`config.mk`:
```
export PLATFORM = sky130hd
export DESIGN_NAME = tick_timebase
export DESIGN_NICKNAME = d
export VERILOG_FILES = /design/src/rtl/tbase_pkg.sv /design/src/rtl/tbase_prescaler.sv /design/src/rtl/tbase_counter.sv /design/src/rtl/tbase_snapshot.sv /design/src/rtl/tick_timebase.sv
export SDC_FILE = /design/constraint.sdc
export NUM_CORES = 1
export LEC_CHECK = 0
export BUFFER_PORTS_ARGS = -buffer_cell sky130_fd_sc_hd__buf_2
export CORE_MARGIN = 1.5
export CORE_UTILIZATION = 54
export DETAILED_ROUTE_END_ITERATION = 8
export PLACE_DENSITY = 0.8
export SYNTH_ARGS = -nofsm -noshare
export SYNTH_HDL_FRONTEND = slang
export SYNTH_SLANG_ARGS = --single-unit
```
`constraint.sdc`:
```
create_clock -name clk -period 2.96 [get_ports clk]
set_clock_uncertainty 0.2 [all_clocks]
set_input_delay 0.592 -clock clk [delete_from_list [all_inputs] [get_ports clk]]
set_output_delay 0.592 -clock clk [all_outputs]
set_load 0.05 [all_outputs]
```
`src/rtl/tbase_pkg.sv`:
```
// Package: shared encodings for the prescaled time base.
// Assumes: nothing beyond standard SystemVerilog.
package tbase_pkg;

    // Prescaler input source.
    typedef enum logic {
        SRC_SYS = 1'b0,
        SRC_EXT = 1'b1
    } src_e;

    // Word select codes for the live counter write port.
    typedef enum logic [1:0] {
        WSEL_W0   = 2'd0,
        WSEL_W1   = 2'd1,
        WSEL_W2   = 2'd2,
        WSEL_NONE = 2'd3
    } wsel_e;

endpackage

```
`src/rtl/tbase_prescaler.sv`:
```
// Module: tbase_prescaler
// Divides the enabled input cycles by (divide value + 1). It drives a
// registered one-clock tick in the cycle after the enabled edge at which
// its internal count matched the divide value.
// Assumes: ext_en is already synchronous to clk. A divide write wins over
// counting in the same cycle.
module tbase_prescaler
    import tbase_pkg::*;
#(
    parameter int PRE_W = 14
) (
    input  logic             clk,
    input  logic             rst_n,
    input  logic             src_sel,
    input  logic             ext_en,
    input  logic             div_wr,
    input  logic [PRE_W-1:0] div_wdata,
    output logic             tick
);

    logic [PRE_W-1:0] div_q;
    logic [PRE_W-1:0] pre_q;
    logic             tick_q;
    logic             step;
    logic             at_end;

    // Decide whether this cycle counts as an input cycle.
    always_comb begin
        step = (src_sel == SRC_EXT) ? ext_en : 1'b1;
    end

    // Detect that the internal count has reached the divide value.
    always_comb begin
        at_end = (pre_q == div_q);
    end

    // Hold the divide value written by software.
    always_ff @(posedge clk) begin
        if (!rst_n) begin
            div_q <= '0;
        end else if (div_wr) begin
            div_q <= div_wdata;
        end
    end

    // Advance the internal count and make the tick pulse.
    always_ff @(posedge clk) begin
        if (!rst_n) begin
            pre_q  <= '0;
            tick_q <= 1'b0;
        end else if (div_wr) begin
            pre_q  <= '0;
            tick_q <= 1'b0;
        end else if (step) begin
            if (at_end) begin
                pre_q  <= '0;
                tick_q <= 1'b1;
            end else begin
                pre_q  <= pre_q + 1'b1;
                tick_q <= 1'b0;
            end
        end else begin
            tick_q <= 1'b0;
        end
    end

    assign tick = tick_q;


    pre_bound_chk: assert property (@(posedge clk) disable iff (!rst_n)
        pre_q <= div_q);


    src_hold_chk: assert property (@(posedge clk) disable iff (!rst_n)
        (src_sel && !ext_en && !div_wr) |=> ($stable(pre_q) && !tick));


    div_restart_chk: assert property (@(posedge clk) disable iff (!rst_n)
        div_wr |=> (pre_q == '0 && !tick));

endmodule

```
`src/rtl/tbase_counter.sv`:
```
// Module: tbase_counter
// Free-running up-counter that advances once per tick and wraps to zero
// after all ones, with a one-cycle wrap pulse. A word-wise write port
// overwrites one word and blocks the increment in that cycle.
// Assumes: CNT_W fits in three words of WORD_W bits.
module tbase_counter
    import tbase_pkg::*;
#(
    parameter int CNT_W  = 33,
    parameter int WORD_W = 16
) (
    input  logic              clk,
    input  logic              rst_n,
    input  logic              tick,
    input  logic              cnt_wr,
    input  logic [1:0]        cnt_wsel,
    input  logic [WORD_W-1:0] cnt_wdata,
    output logic [CNT_W-1:0]  count,
    output logic              wrap
);

    localparam int NWORDS = (CNT_W + WORD_W - 1) / WORD_W;
    localparam logic [CNT_W-1:0] CNT_MAX = '1;

    logic [CNT_W-1:0] cnt_q;
    logic [CNT_W-1:0] wmask;
    logic [CNT_W-1:0] wval;
    logic [CNT_W-1:0] base;
    logic [CNT_W-1:0] cnt_d;
    logic             wrap_q;
    logic             bump;

    // Build per-word write mask and data slices.
    for (genvar w = 0; w < NWORDS; w++) begin : g_word
        localparam int LO = w * WORD_W;
        localparam int HI = (LO + WORD_W - 1 < CNT_W - 1) ? (LO + WORD_W - 1) : (CNT_W - 1);
        localparam int WW = HI - LO + 1;
        assign wmask[HI:LO] = {WW{cnt_wr && (cnt_wsel == 2'(w))}};
        assign wval[HI:LO]  = cnt_wdata[WW-1:0];
    end

    // Increment only when a tick arrives and no write is pending.
    always_comb begin
        bump = tick && !cnt_wr;
    end

    // Form the next count: increment base merged with written word.
    always_comb begin
        base  = bump ? (cnt_q + 1'b1) : cnt_q;
        cnt_d = (wmask & wval) | (~wmask & base);
    end

    // Register the count and the wrap pulse.
    always_ff @(posedge clk) begin
        if (!rst_n) begin
            cnt_q  <= '0;
            wrap_q <= 1'b0;
        end else begin
            cnt_q  <= cnt_d;
            wrap_q <= bump && (cnt_q == CNT_MAX);
        end
    end

    assign count = cnt_q;
    assign wrap  = wrap_q;


    step_one_chk: assert property (@(posedge clk) disable iff (!rst_n)
        (tick && !cnt_wr && cnt_q != CNT_MAX) |=> (cnt_q == $past(cnt_q) + 1'b1 && !wrap));


    idle_hold_chk: assert property (@(posedge clk) disable iff (!rst_n)
        (!tick && !cnt_wr) |=> ($stable(cnt_q) && !wrap));


    wrap_zero_chk: assert property (@(posedge clk) disable iff (!rst_n)
        (tick && !cnt_wr && cnt_q == CNT_MAX) |=> (cnt_q == '0 && wrap));


    low_write_chk: assert property (@(posedge clk) disable iff (!rst_n)
        (cnt_wr && cnt_wsel == WSEL_W0) |=>
            (cnt_q[WORD_W-1:0] == $past(cnt_wdata) && cnt_q[CNT_W-1:WORD_W] == $past(cnt_q[CNT_W-1:WORD_W])));


    write_wins_chk: assert property (@(posedge clk) disable iff (!rst_n)
        (cnt_wr && cnt_wsel == WSEL_NONE) |=> ($stable(cnt_q) && !wrap));

endmodule

```
`src/rtl/tbase_snapshot.sv`:
```
// Module: tbase_snapshot
// Shadow register that captures the whole count in a single edge when
// commanded, so that a multi-word read sees one coherent value.
// Assumes: the count is the registered live value; the capture takes the
// value from before the same edge's update.
module tbase_snapshot #(
    parameter int CNT_W = 33
) (
    input  logic             clk,
    input  logic             rst_n,
    input  logic             snap_wr,
    input  logic [CNT_W-1:0] count,
    output logic [CNT_W-1:0] snap
);

    logic [CNT_W-1:0] snap_q;

    // Capture the full count on command, hold otherwise.
    always_ff @(posedge clk) begin
        if (!rst_n) begin
            snap_q <= '0;
        end else if (snap_wr) begin
            snap_q <= count;
        end
    end

    assign snap = snap_q;


    snap_take_chk: assert property (@(posedge clk) disable iff (!rst_n)
        snap_wr |=> (snap_q == $past(count)));


    snap_hold_chk: assert property (@(posedge clk) disable iff (!rst_n)
        !snap_wr |=> $stable(snap_q));

endmodule

```
`src/rtl/tick_timebase.sv`:
```
// Module: tick_timebase (top)
// Prescaler, up-counter and snapshot register joined into one time base.
// The tick output is meant as a rate enable for neighbouring blocks.
// Assumes: CNT_W lies between 2*WORD_W+1 and 3*WORD_W; all inputs are
// synchronous to clk.
module tick_timebase #(
    parameter int PRE_W  = 14,
    parameter int CNT_W  = 33,
    parameter int WORD_W = 16,
    localparam int TOP_W = CNT_W - 2 * WORD_W
) (
    input  logic              clk,
    input  logic              rst_n,
    input  logic              src_sel,
    input  logic              ext_en,
    input  logic              div_wr,
    input  logic [PRE_W-1:0]  div_wdata,
    input  logic              cnt_wr,
    input  logic [1:0]        cnt_wsel,
    input  logic [WORD_W-1:0] cnt_wdata,
    input  logic              snap_wr,
    output logic              tick,
    output logic              wrap,
    output logic [CNT_W-1:0]  live_count,
    output logic [WORD_W-1:0] snap_w0,
    output logic [WORD_W-1:0] snap_w1,
    output logic [TOP_W-1:0]  snap_w2
);

    logic             tick_i;
    logic [CNT_W-1:0] count_i;
    logic [CNT_W-1:0] snap_i;

    // Rate divider.
    tbase_prescaler #(.PRE_W(PRE_W)) u_pre (
        .clk       (clk),
        .rst_n     (rst_n),
        .src_sel   (src_sel),
        .ext_en    (ext_en),
        .div_wr    (div_wr),
        .div_wdata (div_wdata),
        .tick      (tick_i)
    );

    // Live counter.
    tbase_counter #(.CNT_W(CNT_W), .WORD_W(WORD_W)) u_cnt (
        .clk       (clk),
        .rst_n     (rst_n),
        .tick      (tick_i),
        .cnt_wr    (cnt_wr),
        .cnt_wsel  (cnt_wsel),
        .cnt_wdata (cnt_wdata),
        .count     (count_i),
        .wrap      (wrap)
    );

    // Coherent shadow copy.
    tbase_snapshot #(.CNT_W(CNT_W)) u_snap (
        .clk     (clk),
        .rst_n   (rst_n),
        .snap_wr (snap_wr),
        .count   (count_i),
        .snap    (snap_i)
    );

    assign tick       = tick_i;
    assign live_count = count_i;
    assign snap_w0    = snap_i[WORD_W-1:0];
    assign snap_w1    = snap_i[2*WORD_W-1:WORD_W];
    assign snap_w2    = snap_i[CNT_W-1:2*WORD_W];

endmodule

```
==> summary.md <==
| Metric | Value |
|---|---|
| Largest net degree at the start of global routing | 39 |
| Slew Viols, Final | 0 |
| FF-to-FF path depth | 8 |
| DP Worst Slack | 0.442 ns |
| LEAKAGE | 2.35 nW |
| Die X | ~94 um |
| Die ar. | 0.00889 mm^2 |
| Clk pwr share | 32.1% |
| Final core occ | approximately 66% |
| Worst-Skew Late Latency | between 0.3 and 0.4 ns |
| Internal power | between 1.5 and 2 mW |
| Cell Area, Synth | 0.00450 mm^2 |
| Cts hold-fix bufs | 0 |
| Most frequent cells in the layout | buf_2 (106), dfxtp_1 (96), nor2_1 (78) |
| Total clock sinks | 96 |
| Post-cts sizing count | 0 |
| Via count | 4286 |
| Hold_ws | 0.252 ns |
| Net Switching | 716 uW |
| Sequential area share after synthesis | between 40% and 50% |
| Slew margin rel. | 63.7% |
| Max Fclk | 0.386 GHz |
| Commonest non-fill, non-tap cell in the layout | buf_2 |
| Reg power frac | 55.6% |
| Vias in the first global route | 3984 |
| DR pass1 iterations | 6 |
| Cells after Synth | 508 |
| Hold Startpoint | div_wdata[9] |
| Syn Area/Cell | 8.86 um^2 |
| Vias per cell | 5.95 |
| Tot Pwr | 2.46 mW |
| Syn-to-layout area delta | 18.7% |
| CTS tree | yes |
| CTS Buffer Depth | 2 |
| Fin Setup TNS | 0 ns |
| PD cells | 461 mW/mm^2 |
| WHS Path Cells | 3 |
| Die H | 94.3 um |
| Nature of the critical path endpoint | register |
| # setup viols final | 0 |
| Fraction of layout cells with a size suffix above 1 | between 20% and 30% |
| Required time worst endpoint | 3.00 ns |
| Crit Path Class | register to register |
| Number of hold violations in the final report | 0 |
| Detailed Place HPWL | between 8000 and 9000 um |
| Combinational power share | 12.3% |
| Sw Ratio | 29.1% |
| Remaining DRCs | 0 |
| Wire per inst | 16.6 um |
| Crit start category | register |
| Seq cells post-synth | 96 |
| Reg-to-reg slack, setup | 0.37 ns |
| RSZ-0062 raised after global routing | false |
| Num ports | 107 |
| Final period utilization | between 80 and 90% |
| Synth cell types | 52 |
| Gr usage total | roughly 28% |
| Starting DRT DRC Count | around 280 |
| Max Cap Viol | 0 |
| Status | finished clean |
| Synth warnings | 0 |
| WHS Endpoint | u_pre.div_q[9]$_SDFFE_PN0P_ |
| Hold Crit Class | input port to register |
| CP Max Fanout | 7 |
| CTS Buf Count | 9 |
| Post-synth EDFFs | 0 |
| Total core area | between 0.008 and 0.009 mm^2 |
| Clock slew at reported path FFs | about 0.1 ns |
| Site Rows | 33 |
| Antenna violations before repair | 0 |
| Post-route ant nets | 0 |
| Initial Util | 55.3% |
| Clock Tree Root | clkbuf_8 |
| Tmin final | between 2 and 3 ns |
| Routed wire length | 12000 um |
| Final Wtd Congestion | 0.897 |
| Layout net count | between 600 and 700 |
| Inserted Diodes | 0 |
| Worst-case vdd ir drop | 0.343 mV |
| Fin worst setup slack | 0.369 ns |
| Synth async-reset ratio | 0% |
| Remaining Overflow, GRT | 0 |
| Mapped Nets | 550 |
| Global-route wire length before repair | 19400 um |
| Setup Fix Bufs, Post-CTS | 0 |
| Least-Margin Pin Slew | 0.542 ns |
| WP data arrival | ~2.6 ns |
| Top FF cell, synth | dfxtp_1 |
| Port bufs | about 110 |
| H-tree depth | 3 |
[critical path, cell delays in order (launching register included)]
cell and delay, ns:
dfxtp_1 0.48, ha_1 0.29, nand4_2 0.24, nor3_2 0.43
nand2_1 0.09, nor3_1 0.22, ha_1 0.27, a32oi_1 0.17
a21oi_1 0.09
[stage by stage]
step	instance area, um^2	cells
2_1_floorplan	4500	508
3_3_place_gp	5170	704
3_5_place_dp	5170	704
4_1_cts	5340	720
5_1_grt	5340	720
6_report	5340	720
[synth_stat cells, drive strengths merged, types with 2 or more instances]
master  number  area [um^2]
nor4         9         86.3
a22oi        6         45.0
a31oi        8         50.1
and2         7         43.8
buf          2         16.3
nand3       23          128
nand2       25          101
nor3b        2         20.0
dfxtp       96         1920
and4         5         43.8
xor2        15          131
mux2i       50          500
or4          2         18.8
o22ai        3         18.8
xnor2       16          140
a221oi       4         35.0
inv          6         22.5
nor2        78          293
o21a         2         15.0
nor3        14         75.1
and3        13         81.3
a21oi       30          150
nand3b       2         15.0
o21ai       20          100
nand2b       2         12.5
ha           3         37.5
a32oi        4         35.0
o31a         3         26.3
nor2b        2         12.5
clkbuf      25         93.8
nand4       20          131
[power groups by stage]
stage / sequential, mW / clock (mW) / combinational [mW]
finish: 1.37 / 0.790 / 0.302
detailed placement: 1.40 / 0 / 0.301
CTS: 1.37 / 0.793 / 0.302
global placement: 1.40 / 0 / 0.296
global route: 1.37 / 0.859 / 0.324
floorplan: 1.47 / 0 / 0.129
[area by class of cell]
class	count	area (um^2)
clock buffer	11	131
fill	707	2800
clock inverter	5	41.3
multi-input combinational	379	2440
inverter	6	22.5
tap	105	131
timing repair buffer	118	646
sequential	96	1920
[per-layer routing]
| metal | vias to the layer above | wire length (um) | part of all wire (%) | GRT usage, % |
|---|---|---|---|---|
| met5 | - | 0 | 0 | 0 |
| met1 | 2014 | 5030 | 42 | 36.9 |
| li1 | 2044 | - | - | - |
| met2 | 203 | 5550 | 46 | 44.0 |
| met3 | 25 | 1170 | 9.8 | 6.72 |
| met4 | 0 | 219 | 1.8 | 9.70 |
[worst max path at each step]
stage | startpoint | cells after the start | endpoint
after floorplan | u_cnt.count[0]$_SDFF_PN0_ | 8 | register
after global placement | register | 8 | register
after detailed placement | register | 8 | register
after CTS | register | 8 | register
after global routing | register | 8 | register
final | register | 8 | register
[kinds of logic after synthesis]
family / count (synthesis) / synth area share (%)
DFF: 96 / 42.7
and+or+nand+nor: 209 / 24.6
muxes: 51 / 11.4
xor gates and xnor gates: 31 / 6.03
AOI/OAI and AO/OA: 85 / 11.5
buffers and inverters: 33 / 2.95
adders and majority gates: 3 / 0.834
No activity file was read; power rests on OpenSTA's default activity.
